File: src/rtl/gate_sched_pkg.sv
package gate_sched_pkg;
    localparam int GATES = 8;
    typedef logic [GATES-1:0] gate_t;
    localparam gate_t ALL_OPEN = '1;
endpackage

File: src/rtl/gsched_cfg.sv
module gsched_cfg
    import gate_sched_pkg::*;
#(
    parameter int TIME_W  = 48,
    parameter int DUR_W   = 24,
    parameter int MAX_ENT = 16,
    parameter int SLOT_NS = 200,
    localparam int ADDR_W = $clog2(MAX_ENT + 3),
    localparam int CNT_W  = $clog2(MAX_ENT + 1),
    localparam int IDX_W  = $clog2(MAX_ENT)
) (
    input  logic                              clk,
    input  logic                              rst_n,
    input  logic                              cfg_we,
    input  logic [ADDR_W-1:0]                 cfg_addr,
    input  logic [TIME_W-1:0]                 cfg_wdata,
    output gate_t [MAX_ENT-1:0]               ent_mask,
    output logic  [MAX_ENT-1:0][DUR_W-1:0]    ent_dur,
    output logic  [CNT_W-1:0]                 sh_cnt,
    output logic  [TIME_W-1:0]                sh_cyc,
    output logic  [TIME_W-1:0]                sh_base,
    output logic                              cfg_err
);
    localparam logic [ADDR_W-1:0] A_CNT  = ADDR_W'(MAX_ENT);
    localparam logic [ADDR_W-1:0] A_CYC  = ADDR_W'(MAX_ENT + 1);
    localparam logic [ADDR_W-1:0] A_BASE = ADDR_W'(MAX_ENT + 2);

    typedef struct packed {
        gate_t [MAX_ENT-1:0]            mask;
        logic  [MAX_ENT-1:0][DUR_W-1:0] dur;
        logic  [CNT_W-1:0]              cnt;
        logic  [TIME_W-1:0]             cyc;
        logic  [TIME_W-1:0]             base;
        logic                           err;
    } cfg_st_t;

    cfg_st_t cfg_d, cfg_q;
    logic [DUR_W-1:0] dur_ns;

    // ceil(ns / SLOT_NS), computed with one extra bit of headroom
    function automatic logic [TIME_W-1:0] ns_to_slots(input logic [TIME_W-1:0] ns);
        logic [TIME_W:0] sum;
        sum = {1'b0, ns} + (TIME_W+1)'(SLOT_NS - 1);
        return TIME_W'(sum / (TIME_W+1)'(SLOT_NS));
    endfunction

    always_comb begin
        cfg_d     = cfg_q;
        cfg_d.err = 1'b0;
        dur_ns    = cfg_wdata[GATES +: DUR_W];
        if (cfg_we) begin
            if (cfg_addr < A_CNT) begin
                if (dur_ns == '0) begin
                    cfg_d.err = 1'b1;
                end else begin
                    cfg_d.mask[cfg_addr[IDX_W-1:0]] = cfg_wdata[GATES-1:0];
                    cfg_d.dur[cfg_addr[IDX_W-1:0]]  =
                        DUR_W'(ns_to_slots({{(TIME_W-DUR_W){1'b0}}, dur_ns}));
                end
            end else if (cfg_addr == A_CNT) begin
                if (cfg_wdata == '0 || cfg_wdata > TIME_W'(MAX_ENT)) begin
                    cfg_d.err = 1'b1;
                end else begin
                    cfg_d.cnt = cfg_wdata[CNT_W-1:0];
                end
            end else if (cfg_addr == A_CYC) begin
                if (cfg_wdata == '0) begin
                    cfg_d.err = 1'b1;
                end else begin
                    cfg_d.cyc = ns_to_slots(cfg_wdata);
                end
            end else if (cfg_addr == A_BASE) begin
                cfg_d.base = ns_to_slots(cfg_wdata);
            end else begin
                cfg_d.err = 1'b1;
            end
        end
    end

    always_ff @(posedge clk or negedge rst_n) begin
        if (!rst_n) begin
            cfg_q.mask <= '1;
            cfg_q.dur  <= {MAX_ENT{DUR_W'(1)}};
            cfg_q.cnt  <= CNT_W'(1);
            cfg_q.cyc  <= TIME_W'(1);
            cfg_q.base <= '0;
            cfg_q.err  <= 1'b0;
        end else begin
            cfg_q <= cfg_d;
        end
    end

    assign ent_mask = cfg_q.mask;
    assign ent_dur  = cfg_q.dur;
    assign sh_cnt   = cfg_q.cnt;
    assign sh_cyc   = cfg_q.cyc;
    assign sh_base  = cfg_q.base;
    assign cfg_err  = cfg_q.err;
endmodule

File: src/rtl/gsched_seq.sv
module gsched_seq
    import gate_sched_pkg::*;
#(
    parameter int TIME_W  = 48,
    parameter int DUR_W   = 24,
    parameter int MAX_ENT = 16,
    parameter int SLOT_NS = 200,
    localparam int CNT_W  = $clog2(MAX_ENT + 1),
    localparam int IDX_W  = $clog2(MAX_ENT)
) (
    input  logic                           clk,
    input  logic                           rst_n,
    input  logic [TIME_W-1:0]              time_ns,
    input  logic                           sched_en,
    input  gate_t [MAX_ENT-1:0]            ent_mask,
    input  logic  [MAX_ENT-1:0][DUR_W-1:0] ent_dur,
    input  logic  [CNT_W-1:0]              sh_cnt,
    input  logic  [TIME_W-1:0]             sh_cyc,
    input  logic  [TIME_W-1:0]             sh_base,
    output gate_t                          gate_open,
    output logic                           evt,
    output logic  [TIME_W-1:0]             evt_slot
);
    typedef struct packed {
        logic [TIME_W-1:0] slot;
        logic              en;
        logic              run;
        logic [IDX_W-1:0]  idx;
        logic [TIME_W-1:0] cyc_start;
        logic [TIME_W-1:0] ent_end;
        logic [CNT_W-1:0]  cnt;
        logic [TIME_W-1:0] cyc;
        logic [TIME_W-1:0] base;
        gate_t             gate;
        logic              evt;
        logic [TIME_W-1:0] evt_slot;
    } seq_st_t;

    seq_st_t seq_d, seq_q;
    logic [TIME_W-1:0] cyc_end;
    logic [IDX_W-1:0]  last_idx;
    logic [IDX_W-1:0]  nxt_idx;

    function automatic logic [TIME_W-1:0] widen(input logic [DUR_W-1:0] d);
        return {{(TIME_W-DUR_W){1'b0}}, d};
    endfunction

    always_comb begin
        seq_d      = seq_q;
        seq_d.evt  = 1'b0;
        seq_d.slot = time_ns / TIME_W'(SLOT_NS);
        seq_d.en   = sched_en;
        cyc_end    = seq_q.cyc_start + seq_q.cyc;
        last_idx   = IDX_W'(seq_q.cnt - CNT_W'(1));
        nxt_idx    = seq_q.idx + IDX_W'(1);
        if (!sched_en) begin
            seq_d.run  = 1'b0;
            seq_d.gate = ALL_OPEN;
        end else if (!seq_q.en) begin
            // rising enable: load the deferred parameters
            seq_d.cnt  = sh_cnt;
            seq_d.cyc  = sh_cyc;
            seq_d.base = sh_base;
            seq_d.run  = 1'b0;
            seq_d.gate = ALL_OPEN;
        end else if (!seq_q.run) begin
            if (seq_q.slot >= seq_q.base) begin
                seq_d.run       = 1'b1;
                seq_d.idx       = '0;
                seq_d.cyc_start = seq_q.base;
                seq_d.ent_end   = seq_q.base + widen(ent_dur[0]);
                seq_d.gate      = ent_mask[0];
                seq_d.evt       = 1'b1;
                seq_d.evt_slot  = seq_q.slot;
            end
        end else if (seq_q.slot >= cyc_end) begin
            seq_d.idx       = '0;
            seq_d.cyc_start = cyc_end;
            seq_d.ent_end   = cyc_end + widen(ent_dur[0]);
            seq_d.gate      = ent_mask[0];
            seq_d.evt       = 1'b1;
            seq_d.evt_slot  = seq_q.slot;
        end else if (seq_q.slot >= seq_q.ent_end && seq_q.idx != last_idx) begin
            seq_d.idx      = nxt_idx;
            seq_d.ent_end  = seq_q.ent_end + widen(ent_dur[nxt_idx]);
            seq_d.gate     = ent_mask[nxt_idx];
            seq_d.evt      = 1'b1;
            seq_d.evt_slot = seq_q.slot;
        end
    end

    always_ff @(posedge clk or negedge rst_n) begin
        if (!rst_n) begin
            seq_q           <= '0;
            seq_q.cnt       <= CNT_W'(1);
            seq_q.cyc       <= TIME_W'(1);
            seq_q.gate      <= ALL_OPEN;
        end else begin
            seq_q <= seq_d;
        end
    end

    assign gate_open = seq_q.gate;
    assign evt       = seq_q.evt;
    assign evt_slot  = seq_q.evt_slot;
endmodule

File: src/rtl/gsched_clash.sv
module gsched_clash #(
    parameter int TIME_W = 48
) (
    input  logic              clk,
    input  logic              rst_n,
    input  logic              own_evt,
    input  logic [TIME_W-1:0] own_slot,
    input  logic              peer_valid,
    input  logic [TIME_W-1:0] peer_slot,
    output logic              collision
);
    typedef struct packed {
        logic              own_seen;
        logic [TIME_W-1:0] own_last;
        logic              peer_seen;
        logic [TIME_W-1:0] peer_last;
        logic              hit;
    } clash_st_t;

    clash_st_t cl_d, cl_q;

    always_comb begin
        cl_d     = cl_q;
        cl_d.hit = (own_evt && peer_valid && own_slot == peer_slot)
                || (own_evt && cl_q.peer_seen && cl_q.peer_last == own_slot)
                || (peer_valid && cl_q.own_seen && cl_q.own_last == peer_slot);
        if (own_evt) begin
            cl_d.own_seen = 1'b1;
            cl_d.own_last = own_slot;
        end
        if (peer_valid) begin
            cl_d.peer_seen = 1'b1;
            cl_d.peer_last = peer_slot;
        end
    end

    always_ff @(posedge clk or negedge rst_n) begin
        if (!rst_n) cl_q <= '0;
        else        cl_q <= cl_d;
    end

    assign collision = cl_q.hit;
endmodule

File: src/rtl/gate_sched_top.sv
module gate_sched_top
    import gate_sched_pkg::*;
#(
    parameter int TIME_W  = 48,
    parameter int DUR_W   = 24,
    parameter int MAX_ENT = 16,
    parameter int SLOT_NS = 200,
    localparam int ADDR_W = $clog2(MAX_ENT + 3)
) (
    input  logic              clk,
    input  logic              rst_n,
    input  logic [TIME_W-1:0] time_ns,
    input  logic              sched_en,
    input  logic              cfg_we,
    input  logic [ADDR_W-1:0] cfg_addr,
    input  logic [TIME_W-1:0] cfg_wdata,
    input  logic              peer_evt_valid,
    input  logic [TIME_W-1:0] peer_evt_slot,
    output logic [GATES-1:0]  gate_open,
    output logic              cfg_err,
    output logic              collision
);
    localparam int CNT_W = $clog2(MAX_ENT + 1);

    gate_t [MAX_ENT-1:0]            ent_mask;
    logic  [MAX_ENT-1:0][DUR_W-1:0] ent_dur;
    logic  [CNT_W-1:0]              sh_cnt;
    logic  [TIME_W-1:0]             sh_cyc;
    logic  [TIME_W-1:0]             sh_base;
    logic                           own_evt;
    logic  [TIME_W-1:0]             own_slot;

    gsched_cfg #(.TIME_W(TIME_W), .DUR_W(DUR_W), .MAX_ENT(MAX_ENT), .SLOT_NS(SLOT_NS)) i_cfg (
        .clk(clk), .rst_n(rst_n), .cfg_we(cfg_we), .cfg_addr(cfg_addr), .cfg_wdata(cfg_wdata),
        .ent_mask(ent_mask), .ent_dur(ent_dur), .sh_cnt(sh_cnt), .sh_cyc(sh_cyc),
        .sh_base(sh_base), .cfg_err(cfg_err)
    );

    gsched_seq #(.TIME_W(TIME_W), .DUR_W(DUR_W), .MAX_ENT(MAX_ENT), .SLOT_NS(SLOT_NS)) i_seq (
        .clk(clk), .rst_n(rst_n), .time_ns(time_ns), .sched_en(sched_en),
        .ent_mask(ent_mask), .ent_dur(ent_dur), .sh_cnt(sh_cnt), .sh_cyc(sh_cyc),
        .sh_base(sh_base), .gate_open(gate_open), .evt(own_evt), .evt_slot(own_slot)
    );

    gsched_clash #(.TIME_W(TIME_W)) i_clash (
        .clk(clk), .rst_n(rst_n), .own_evt(own_evt), .own_slot(own_slot),
        .peer_valid(peer_evt_valid), .peer_slot(peer_evt_slot), .collision(collision)
    );
endmodule

File: config.mk
export PLATFORM = sky130hd
export DESIGN_NAME = gate_sched_top
export DESIGN_NICKNAME = d
export VERILOG_FILES = /design/src/rtl/gate_sched_pkg.sv /design/src/rtl/gsched_cfg.sv /design/src/rtl/gsched_seq.sv /design/src/rtl/gsched_clash.sv /design/src/rtl/gate_sched_top.sv
export SDC_FILE = /design/constraint.sdc
export NUM_CORES = 2
export LEC_CHECK = 0
export BUFFER_PORTS_ARGS = -buffer_cell sky130_fd_sc_hd__buf_2
export CELL_PAD_IN_SITES_DETAIL_PLACEMENT = 1
export CELL_PAD_IN_SITES_GLOBAL_PLACEMENT = 1
export CORE_MARGIN = 2
export CORE_UTILIZATION = 50
export CTS_CLUSTER_SIZE = 12
export DETAILED_ROUTE_END_ITERATION = 8
export GPL_TIMING_DRIVEN = 0
export PLACE_DENSITY_LB_ADDON = 0.1
export SLEW_MARGIN = 20
export SYNTH_ARGS = -nofsm -noshare
export SYNTH_HDL_FRONTEND = slang
export SYNTH_SLANG_ARGS = --single-unit
File: constraint.sdc
create_clock -name clk -period 10.35 [get_ports clk]
set_clock_uncertainty 0.05 [all_clocks]
set_input_delay 0.5175 -clock clk [delete_from_list [all_inputs] [get_ports clk]]
set_output_delay 0.5175 -clock clk [all_outputs]
set_load 0.02 [all_outputs]
-- Yosys cells after proc, flatten, opt, wreduce, memory -nomap -nowiden
Cells that the tools add are included.
- memory bits (read-only): 0
- output and inout bits: 10
- RAM bits: 0
- flip-flop bits (word level): 1020
- input port bits: 154
- logic and storage cells: 148
- latch bits: 0
- memories: 0
- div/mod/pow operators: 3
- add/subtract/negate cells: 8
- magnitude comparators: 8
- bitwise logic cells: 7
- multiply operators: 0
- muxes and demuxes: 36
- reductions and logical operators: 22
- equality and inequality tests: 11
- shifts and indexed selects: 0
- operators by type and width (kind ; number):
    $bwmux 384 ; 1
    $mux 57 ; 4
    $add 48x24->48 ; 3
    $eq 48x48->1 ; 3
    $ge 48x48->1 ; 3
    $mux 48 ; 3
    $bwmux 128 ; 1
    $mux 101 ; 1
    $mux 100 ; 1
    $div 49x8->49 const B ; 2
    $mux 49 ; 2
    $bmux 24 s4 ; 1
    $demux 24 s4 ; 1
    $add 48x8->49 const B ; 1
    $add 48x48->48 ; 1
    $div 48x8->48 const B ; 1
    $gt 48x5->1 const B ; 1
    $logic_not 48->1 ; 1
    $mux 24 ; 2
    $bmux 8 s4 ; 1
    $demux 8 s4 ; 1
    $mux 8 ; 4
    $add 24x8->25 const B ; 1
    $logic_not 24->1 ; 1
    other kinds (21) ; 54

-- Logic depth before layout (Yosys ltp)
- depth in word-level cells: 8
- gate-level depth with buffers: 128
- mapped depth without buffers: 107

-- Modules after synthesis
Synthesis repeated with hierarchy kept, for this count alone.
- cell total of the unflattened synthesis: 8064
- area total of the unflattened synthesis: 71703.8 µm²
- by module, submodules not included (module ; sequential area each (µm²) ; area each (µm²) ; cells an instance ; times used):
    gsched_seq ; 7344.5 ; 33525.9 ; 3738 ; 1
    gsched_cfg ; 12844.8 ; 32939.1 ; 3906 ; 1
    gsched_clash ; 2477.4 ; 5238.8 ; 420 ; 1

-- Worst setup path before layout
No wires, ideal clock.
- path type: input-to-reg
- start point: input cfg_wdata[0]
- end point: register i_cfg.cfg_q (netlist bit i_cfg.sh_base[0])
- stages on the path: 117
- path slack: -16.442 ns
- library setup time: 0.088 ns
- data arrival time: 26.653 ns
- data required time: 10.212 ns
- buffers on the path: 13
- cell sequence: inv_1 -> clkbuf_1 -> ha_1 -> nand2b_1 -> a41oi_2 -> or3_1 -> buf_2 -> or3_1 -> nor2_1 -> nor2_1 -> a311o_1 -> or3_1 -> o211a_1 -> or3_4 -> a31o_4 -> a32oi_2 -> and2_1 -> buf_6 -> [81 not listed] -> buf_6 -> mux2i_1 -> xnor2_1 -> o21a_1 -> or4_1 -> a41o_1 -> and2_4 -> o311ai_2 -> a31oi_4 -> xnor2_1 -> nor3_1 -> o31a_1 -> buf_4 -> nand2b_4 -> mux2i_1 -> a211oi_1 -> o21ai_0 -> a41oi_1
- cells in the longest elaborated chain, start to end: 2
- ends and longest elaborated chain (what ; line ; RTL):
    start, declared ; gate_sched_top.sv:16 ; input logic [TIME_W-1:0] cfg_wdata,
    $add 48x8->49 ; gsched_cfg.sv:43 ; sum = {1'b0, ns} + (TIME_W+1)'(SLOT_NS - 1);
    $div 49x8->49 ; gsched_cfg.sv:44 ; return TIME_W'(sum / (TIME_W+1)'(SLOT_NS));
    end signal, assigned ; gsched_cfg.sv:89 ; cfg_q <= cfg_d;
    end, declared ; gsched_cfg.sv:37 ; cfg_st_t cfg_d, cfg_q;
No other way between the ends.
A chain may end at the register's enable or synchronous reset.

-- Worst setup path after layout
Ends and elaborated chain as after synthesis.

==> flow_summary.yaml <==
run_status:
  status: "complete, but fails checks"
  violations: "setup timing"
detailed_routing:
  routed_via_density: 6.627
  ant_nets: 0
  vias: 68137
  dr.pass1.iters: 8
  drc: 0
  drt-total-wl_um: 280900
  initialDrtViolationCount: 5493
  wl_per_cell_um: 27.32
worst_setup_path:
  r2r-end: "i_seq.gate_open[7]$_DFFE_PN1P_"
  cp_top_family: "compound AO/OA/AOI/OAI gates"
  path_buf_inv: 27
  startpoint: "cfg_wdata[0]"
  cp.required_ns: 10.91
  end_kind: "flop"
  slowest_stage: "or4_4"
  path_max_fanout: 8
  worst-setup-path-type: "input pin to flop"
  arrival_ns: 29.29
  worstReg2RegStart: "i_seq.seq_q[206]$_DFFE_PN0P_"
  startpoint_type: "input pin"
  reg2reg_slack_ns: -1.67
  path_common_cell: "buf_4"
  worstRegToRegCells: 55
  cpPeakStageDelay_ns: 0.61
grt:
  grt_pass1_vias: 68341
  grt_max_degree: 130
  grt_pass1_wl_um: 400200
  grt_overflow: 0
  grt.total_usage: 0.3714
  antenna_found_initial: 23
synth:
  syn-cell-area_um2: 66600
  yosysTopAreaCellShare: 0.2713
  ys_ff_latch: 878
  synthTopCellsByCount: "nand2_1 (1112), dfrtp_1 (722), o21ai_0 (667)"
  synth_nets: 8028
  ys_top_cells_by_area: "dfrtp_1 (27%), nand2_1 (6.3%), dfstp_2 (6.2%), xnor2_1 (5.2%), o21ai_0 (5.0%)"
  synth_top_cell_by_area: "dfrtp_1"
  synth_cell_types: 166
  ys.flop_type: "dfrtp_1"
  synthArstFlopShare: 1.000
  ys.warnings.count: 0
  yosysMostFrequentCell: "nand2_1"
  syn_area_per_cell_um2: 8.710
  synthCells: 7646
  synth_edf_count: 0
  yosysSeqAreaShare: 0.3328
timing:
  worst_pin_slew_ns: 1.207
  post-route-min-period_ns: 28.73
  finalSetupViolCount: 376
  timing.fmax_ghz: 0.03481
  layout_setup_ws_ns: -18.38
  grt_setup_unrepaired: "true"
  finalMaxSlewViolations: 0
  hold_violations: 0
  min_period_over_period: 2.776
  relSlewSlack: 0.1894
floorplan:
  core.rowCount: 133
  die_y_um: 369.0
  fp.coreArea_um2: 131800
  start_util: 0.5053
  dieArea_um2: 136100
  pin_count: 164
  die_w_um: 369.0
cells_and_area:
  final_layout_size_suffix_gt1_frac: 0.2954
  fin_nets: 8815
  fillers: 14741
  syn2layout_area_growth_pct: 26.93
placed_design:
  dp_hpwl_um: 187200
  post-place-ws_ns: -22.51
  numPortBuffers: 128
  gp_congestion: 0.9244
clock_tree:
  cts.path.max_buffers: 3
  cts.sinks: 878
  h-tree-depth: 3
  cts_inserted_buffers: 97
  clkTransAtPathRegs_ns: 0.07
  clk_latency_ns: 0.74
  cts_tree: "built"
  clockRootBuffer: "clkbuf_16"
hold_path:
  min_from: "peer_evt_slot[34]"
  holdPathEnd: "i_clash.cl_q[35]$_DFFE_PN0P_"
  hold_class: "input pin to flop"
  hold_depth: 2
job:
  cap_violations: 0
-- worst reg2reg max path: cells and delay by family, from the launching register on --
kind | cells | cell delay, ns
xor gates and xnor gates | 1 | 0.27
buffers and inverters | 3 | 1.79
adders and majority gates | 3 | 0.97
AOI/OAI and AO/OA | 39 | 7.46
DFF | 1 | 0.39
and+or+nand+nor | 9 | 0.99
-- layout make-up --
class / count / area [um^2] / area share
Multi-Input combinational cell: 6062 / 48030 / 0.5681
Buffer: 397 / 2271 / 0.02686
Sequential cell: 878 / 22170 / 0.2622
Antenna cell: 12 / 30.03 / 0.0003552
Clock inverter: 32 / 426.7 / 0.005047
Timing Repair Buffer: 698 / 5346 / 0.06324
Clock buffer: 148 / 2932 / 0.03468
Tap cell: 1755 / 2196 / 0.02597
Inverter: 299 / 1141 / 0.01350
-- layer usage --
metal / wire [um] / share of wire / vias up / track usage
li1: - / - / 29392 / -
met1: 109900 / 0.39 / 34871 / 0.4709
met2: 135700 / 0.48 / 2918 / 0.6216
met3: 19560 / 0.070 / 940 / 0.06114
met4: 15670 / 0.056 / 16 / 0.1670
met5: 95 / 0.00034 / - / 0
-- cell usage in the layout, fill, tap and decap left out, drive strengths merged, types with 84 or more instances in the layout --
cell    instances
nand2        1113
buf           824
o21ai         742
dfrtp         722
a21oi         507
nor2          422
clkbuf        408
xnor2         406
inv           293
ha            224
mux2          223
nand3         163
dfstp         156
nor3          155
xor2          132
mux4          122
nand4          97
nor4           94
nand2b         88
o21bai         87
nor2b          85
a31oi          84
-- through the flow --
| stage | hold WS [ns] | setup TNS, ns | util | area [um^2] | instances |
|---|---|---|---|---|---|
| 6_report | 0.03274 | -1667.03 | 0.6414 | 84540 | 10281 |
| 5_1_grt | 0.03757 | -2019.57 | 0.6414 | 84530 | 10277 |
| 4_1_cts | 0.003919 | -1574.16 | 0.6002 | 79110 | 9957 |
| 3_5_place_dp | 0.3360 | -2110.81 | 0.5428 | 71540 | 9538 |
| 3_3_place_gp | 0.3932 | -9834.02 | 0.5410 | 71300 | 9529 |
| 2_1_floorplan | 0.1719 | -1107.08 | - | 68460 | 7646 |
-- worst max-delay path by stage --
stage / endpoint / slack (ns) / cells after the start
finish: i_cfg.sh_base[0]$_DFFE_PN0P_ / -18.38 / 129
CTS: i_cfg.sh_base[0]$_DFFE_PN0P_ / -16.87 / 125
global route: i_cfg.sh_base[0]$_DFFE_PN0P_ / -19.10 / 132
floorplan: i_cfg.sh_base[0]$_DFFE_PN0P_ / -15.55 / 116
detailed placement: i_cfg.sh_base[0]$_DFFE_PN0P_ / -22.51 / 116
global placement: i_cfg.sh_base[0]$_DFFE_PN0P_ / -21.93 / 114
-- sequential cells by signal, indices dropped and copies added, names as in the netlist --
| signal | flops |
|---|---|
| i_cfg.ent_dur | 288 |
| i_seq.seq_q | 231 |
| i_cfg.ent_mask | 128 |
| i_clash.cl_q | 91 |
| i_cfg.sh_base | 42 |
| i_cfg.sh_cyc | 42 |
| i_seq.evt_slot | 41 |
| i_seq.gate_open | 8 |
| i_cfg.sh_cnt | 4 |
| i_cfg.cfg_err | 1 |
| i_clash.collision | 1 |
| i_seq.evt | 1 |
-- cell families after synthesis --
kind of cell / count (synthesis) / synth area share
and+or+nand+nor: 2562 / 0.1825
buffers and inverters: 708 / 0.04507
AOI/OAI and AO/OA: 2271 / 0.2270
muxes: 423 / 0.09112
DFF: 878 / 0.3328
xor gates and xnor gates: 540 / 0.07278
adders and majority gates: 264 / 0.04873
-- what timing repair did --
action / CTS / global route
setup endpoints to repair: 393 / 389
setup buffers: 232 / 318
resized for setup: 453 / 611
hold endpoints to repair: 99 / 0
gates cloned: 3 / 3
pin swaps: 200 / 347
hold buffers: 9 / 0
Power is not shown: default switching activity piles up to over one toggle a cycle in this logic, so the estimate is an artifact.
